### src/rtl/ras_pkg.sv
package ras_pkg;
  typedef enum logic [1:0] {
    RAS_IDLE,
    RAS_PUSH,
    RAS_POP,
    RAS_SWAP
  } ras_op_e;
endpackage

### src/rtl/ras_ptr_ctrl.sv
module ras_ptr_ctrl
  import ras_pkg::*;
#(
  parameter int DEPTH = 16,
  localparam int IDX_W = $clog2(DEPTH),
  localparam int CNT_W = $clog2(DEPTH + 1)
) (
  input  logic             clk_i,
  input  logic             rst_ni,
  input  ras_op_e          op_i,
  output logic [IDX_W-1:0] top_idx_o,
  output logic [IDX_W-1:0] wr_idx_o,
  output logic             empty_o
);

  logic [IDX_W-1:0] tp_q, tp_up, tp_dn;
  logic [CNT_W-1:0] cnt_q;

  assign tp_up = (tp_q == IDX_W'(DEPTH - 1)) ? '0 : tp_q + 1'b1;
  assign tp_dn = (tp_q == '0) ? IDX_W'(DEPTH - 1) : tp_q - 1'b1;

  always_ff @(posedge clk_i or negedge rst_ni) begin
    if (!rst_ni) begin
      tp_q  <= '0;
      cnt_q <= '0;
    end else begin
      case (op_i)
        RAS_PUSH: begin
          tp_q <= tp_up;
          // full stack: oldest slot is overwritten, count saturates
          if (cnt_q != CNT_W'(DEPTH)) cnt_q <= cnt_q + 1'b1;
        end
        RAS_POP: begin
          tp_q  <= tp_dn;
          cnt_q <= cnt_q - 1'b1;
        end
        default: ;
      endcase
    end
  end

  assign top_idx_o = tp_q;
  assign wr_idx_o  = (op_i == RAS_PUSH) ? tp_up : tp_q;
  assign empty_o   = (cnt_q == '0);

  a_r4_no_pop_when_empty: assert property (@(posedge clk_i) disable iff (!rst_ni)
    (op_i == RAS_POP || op_i == RAS_SWAP) |-> cnt_q != '0);

  a_r6_count_bounded: assert property (@(posedge clk_i) disable iff (!rst_ni)
    cnt_q <= CNT_W'(DEPTH));

  a_r6_full_push_saturates: assert property (@(posedge clk_i) disable iff (!rst_ni)
    (op_i == RAS_PUSH && cnt_q == CNT_W'(DEPTH)) |=> cnt_q == CNT_W'(DEPTH));

  a_r3_pop_retreats: assert property (@(posedge clk_i) disable iff (!rst_ni)
    op_i == RAS_POP |=> cnt_q == $past(cnt_q) - 1'b1);

  a_r7_swap_holds_depth: assert property (@(posedge clk_i) disable iff (!rst_ni)
    op_i == RAS_SWAP |=> ($stable(cnt_q) && $stable(tp_q)));

endmodule

### src/rtl/ras_store.sv
module ras_store #(
  parameter int DEPTH  = 16,
  parameter int ADDR_W = 32,
  localparam int IDX_W = $clog2(DEPTH)
) (
  input  logic              clk_i,
  input  logic              rst_ni,
  input  logic              wr_en_i,
  input  logic [IDX_W-1:0]  wr_idx_i,
  input  logic [ADDR_W-1:0] wr_data_i,
  input  logic [IDX_W-1:0]  rd_idx_i,
  output logic [ADDR_W-1:0] rd_data_o
);

  logic [ADDR_W-1:0] mem_q [DEPTH];

  always_ff @(posedge clk_i or negedge rst_ni) begin
    if (!rst_ni) begin
      for (int i = 0; i < DEPTH; i++) mem_q[i] <= '0;
    end else if (wr_en_i) begin
      mem_q[wr_idx_i] <= wr_data_i;
    end
  end

  assign rd_data_o = mem_q[rd_idx_i];

  a_r1_write_lands: assert property (@(posedge clk_i) disable iff (!rst_ni)
    wr_en_i |=> mem_q[$past(wr_idx_i)] == $past(wr_data_i));

endmodule

### src/rtl/ras_predictor.sv
module ras_predictor
  import ras_pkg::*;
#(
  parameter int DEPTH      = 16,
  parameter int ADDR_W     = 32,
  parameter int INSN_BYTES = 4
) (
  input  logic              clk_i,
  input  logic              rst_ni,
  input  logic              call_i,
  input  logic              ret_i,
  input  logic [ADDR_W-1:0] pc_i,
  output logic [ADDR_W-1:0] pred_addr_o,
  output logic              pred_valid_o
);

  localparam int IDX_W = $clog2(DEPTH);

  ras_op_e           op;
  logic              empty, pop_ok;
  logic [IDX_W-1:0]  top_idx, wr_idx;
  logic [ADDR_W-1:0] top_data, ret_addr;

  assign pop_ok   = ret_i && !empty;
  assign ret_addr = pc_i + ADDR_W'(INSN_BYTES);

  // call+ret: pop then push; on empty the pop is void and only the push remains
  always_comb begin
    if (call_i && pop_ok) op = RAS_SWAP;
    else if (call_i)      op = RAS_PUSH;
    else if (pop_ok)      op = RAS_POP;
    else                  op = RAS_IDLE;
  end

  ras_ptr_ctrl #(.DEPTH(DEPTH)) u_ptr (
    .clk_i    (clk_i),
    .rst_ni   (rst_ni),
    .op_i     (op),
    .top_idx_o(top_idx),
    .wr_idx_o (wr_idx),
    .empty_o  (empty)
  );

  ras_store #(.DEPTH(DEPTH), .ADDR_W(ADDR_W)) u_store (
    .clk_i    (clk_i),
    .rst_ni   (rst_ni),
    .wr_en_i  (op == RAS_PUSH || op == RAS_SWAP),
    .wr_idx_i (wr_idx),
    .wr_data_i(ret_addr),
    .rd_idx_i (top_idx),
    .rd_data_o(top_data)
  );

  assign pred_valid_o = pop_ok;
  assign pred_addr_o  = pop_ok ? top_data : '0;

  a_r1_call_sets_top: assert property (@(posedge clk_i) disable iff (!rst_ni)
    call_i |=> top_data == $past(ret_addr));

  a_r8_empty_swap_pushes: assert property (@(posedge clk_i) disable iff (!rst_ni)
    (call_i && ret_i && empty) |=> !empty);

  a_r4_empty_ret_keeps_empty: assert property (@(posedge clk_i) disable iff (!rst_ni)
    (ret_i && !call_i && empty) |=> empty);

endmodule

### config.mk
export PLATFORM = sky130hd
export DESIGN_NAME = ras_predictor
export DESIGN_NICKNAME = d
export VERILOG_FILES = /design/src/rtl/ras_pkg.sv /design/src/rtl/ras_ptr_ctrl.sv /design/src/rtl/ras_store.sv /design/src/rtl/ras_predictor.sv
export SDC_FILE = /design/constraint.sdc
export NUM_CORES = 1
export LEC_CHECK = 0
export ABC_AREA = 0
export BUFFER_PORTS_ARGS = -buffer_cell sky130_fd_sc_hd__buf_4
export CORE_ASPECT_RATIO = 1.75
export CORE_UTILIZATION = 55
export DETAILED_ROUTE_END_ITERATION = 10
export PLACE_DENSITY_LB_ADDON = 0.1
export SLEW_MARGIN = 25
export SYNTH_ARGS = -nofsm -noshare
export SYNTH_HDL_FRONTEND = slang
export SYNTH_SLANG_ARGS = --single-unit
### constraint.sdc
create_clock -name clk_i -period 4.15 [get_ports clk_i]
set_clock_uncertainty 0.2 [all_clocks]
set_input_delay 0.415 -clock clk_i [delete_from_list [all_inputs] [get_ports clk_i]]
set_output_delay 0.415 -clock clk_i [all_outputs]
set_load 0.02 [all_outputs]
==> out/metrics.cfg <==
[sta]
setup_tns_ns=0
hold_violations=0
rsz0062_at_grt=no
worst_pin_slew_ns=0.984
fmax_mhz=251
slew_violations=0
relSlewSlack_pct=34.2
fin_crit_sh_pct=96.2
period_needed_ns=3.99
setup_ws_ns=0.158
setup_viol=0

[logic_synthesis]
ys_types=52
synth_simple_gate_area_share_pct=10.5
ys_seq_area_share_pct=55.3
synthAdderAreaFrac_pct=0.477
syn-instance-count=2068
synth_fp_nets=2113
synth-seq-cells=521
syn_area_um2=23600
synth-edff-count=0
synthFlopType=dfrtp_1
synth_compound_area_share_pct=11.1
synth_xor_area_share_pct=1.34
syn_avg_cell_area_um2=11.4
synthArstFlopShare_pct=100
synth_top_family_by_area=multiplexers
yosys_warnings=0
synth.mux.area_fraction_pct=17.7

[critical_path]
timing.rr.start=u_ptr.cnt_q[1]
slowest_delay_ns=0.77
rr_worst_depth=9
critical_path_arrival_ns=3.38
worst_path_max_delay_cell=dfrtp_4
regToRegSetupSlack_ns=0.41
start_kind=flip-flop
required_ns=3.53
cp_common_cell=mux4_2
worst-setup-path-type=reg2out
path_cells=buf_12, mux4_2, mux4_2, nor2b_1, buf_4
end_kind=output port
cp_max_fo=51
rr_endpoint=u_store.mem_q[416]

[final_layout]
syn2layout_area_growth_pct=12.1
final_nets=2112
drive_gt1_share_pct=19.8
fin_cells=2661

[min_path]
hold_class=in2reg
hp-start=pc_i[0]
hold_end=u_store.mem_q[352]
holdPathStages=2

[global_route]
track_usage_pct=29.2
use_met2_pct=53.2
antenna_found_initial=1
gr-total-overflow=0
grt_pass1_vias=16500
gr-usage-met1_pct=34.6
grt_pass1_wl_um=94400
grt.met3_usage_pct=3.27
busiest_layer=met2
grt_max_degree=113

[place]
dp.cells=2576
pre_cts_ws_ns=0.426
io_buffers=68
hpwlAfterDp_um=37000
gp_congestion=0.836

[floorplan]
ioPinCount=69
die_x_um=159
core_um2=42400
die-area_um2=43800
row_count=100
start_util_pct=55.6
dieHeight_um=276

[pwr]
p_leak_uw=0.0116
p_per_area_nw_per_um2=806
ir_drop_mv=0.587

[routing]
first_pass_iters=5
drc=0
first_iter_violations=893
vias_per_cell=5.89
drt_wl_total_um=59400
ant_nets=0
wl_per_cell_um=22.3
vias=15700

[outcome]
status=complete, no violations

[clock_tree]
tritoncts=built
postCtsSetupBuffers=0
cts_max_level=2
cts_root_buf=clkbuf_16
clock_path_buffers=3
cts.sinks=521
clk_pin_slew_worst_paths_ns=0.07
worstSkewPairLatency_ns=0.58
cts_buffers=47

[run]
drv_cap=0

how the worst max path moves through the flow:
stage / from / to / slack, ns / cells after the start
global placement: u_ptr.cnt_q[1] / u_store.mem_q[416] / 0.45 / 9
global route: u_ptr.top_idx_o[0] / pred_addr_o[12] / 0.04 / 5
detailed placement: u_ptr.cnt_q[1] / u_store.mem_q[416] / 0.43 / 9
CTS: u_ptr.top_idx_o[0] / pred_addr_o[25] / 0.10 / 5
floorplan: u_ptr.cnt_q[1] / u_store.mem_q[449] / 0.57 / 11
finish: u_ptr.top_idx_o[0] / pred_addr_o[19] / 0.16 / 5
through the flow:
step	cell area [um2]	hold WS [ns]	utilization (%)	power (uW)
floorplan	23600	-0.0806	-	14400
global placement	24800	0.256	58.5	16600
detailed placement	24800	0.265	58.5	17000
CTS	26400	0.0155	62.3	21500
global route	26400	0.0452	62.3	22700
finish	26400	0.0261	62.3	21300
cell usage in the layout, fill, tap and decap left out, types with 6 or more instances in the layout:
cell type  Yosys  routed
buf_4          4     111
xor2_1        17      15
nor3_1         7       7
nor2_1       102     102
clkbuf_16      0      49
mux2_2        26      26
buf_12         0      17
mux2_1        20      20
ha_1           9       9
o21ai_0      357     357
inv_1          8       8
nor2b_1       37      37
clkbuf_8       0      15
mux4_2       160     160
dfrtp_1      521     517
xnor2_1       19      15
o21ai_1       30      29
and4_1         6       6
a21oi_1       88      88
nand2_1      397     397
clkbuf_1     126       9
nand4_1        9       9
nand3_1       16      13
sequential cells by signal, summed over array words and instances, names as in the netlist:
| name | flops |
|---|---|
| u_store.mem_q | 512 |
| u_ptr.top_idx_o | 4 |
| u_ptr.cnt_q | 5 |
kinds of logic after synthesis:
group / count (synthesis)
adders and majority gates: 9
and+or+nand+nor: 596
DFF: 521
xor gates and xnor gates: 36
AOI/OAI and AO/OA: 504
buffers and inverters: 191
muxes: 211
metal layers:
metal	wire [um]	vias to the layer above
met3	1970	126
met2	32300	318
met1	22700	7996
met4	2450	0
met5	0	-
li1	-	7242
area by class of cell:
cell class	instances	area, um2
Fill cell	3414	16000
Sequential cell	521	13100
Multi-Input combinational cell	1356	9840
Antenna cell	1	2.50
Inverter	9	33.8
Timing Repair Buffer	132	1220
Clock buffer	73	1470
Clock inverter	8	118
Tap cell	561	702
where the power goes:
part	internal (uW)	leakage, uW	total, uW	switching, uW
sequential	7380	0.00655	8730	1350
clock	2600	0.000781	4480	1880
combinational	4110	0.00426	8110	4000
total	14100	0.0116	21300	7220
worst max-delay path, delay by kind of cell, from the launching register on:
family | cells | cell delay [ns]
multiplexers | 2 | 1.10
buffers and inverters | 2 | 0.62
AND/OR/NAND/NOR | 1 | 0.18
flip-flops | 1 | 0.77
cell usage after synthesis (9+ instances only):
master,n,area share (%)
dfrtp_1,521,55
nand2_1,397,6.3
o21ai_0,357,7.6
mux4_2,160,15
clkbuf_1,126,2.0
nor2_1,102,1.6
a21oi_1,88,1.9
buf_2,37,0.78
nor2b_1,37,0.98
o21ai_1,30,0.64
mux2_2,26,1.2
mux2_1,20,0.95
xnor2_1,19,0.71
xor2_1,17,0.63
nand3_1,16,0.34
ha_1,9,0.48
nand4_1,9,0.24
timing repair:
item / 4_1_cts / 5_1_grt
hold buffers: 3 / 0
endpoints found under the hold margin: 125 / 0
gates resized for setup: 0 / 0
Note: power is estimated with default switching activity, not from simulation.
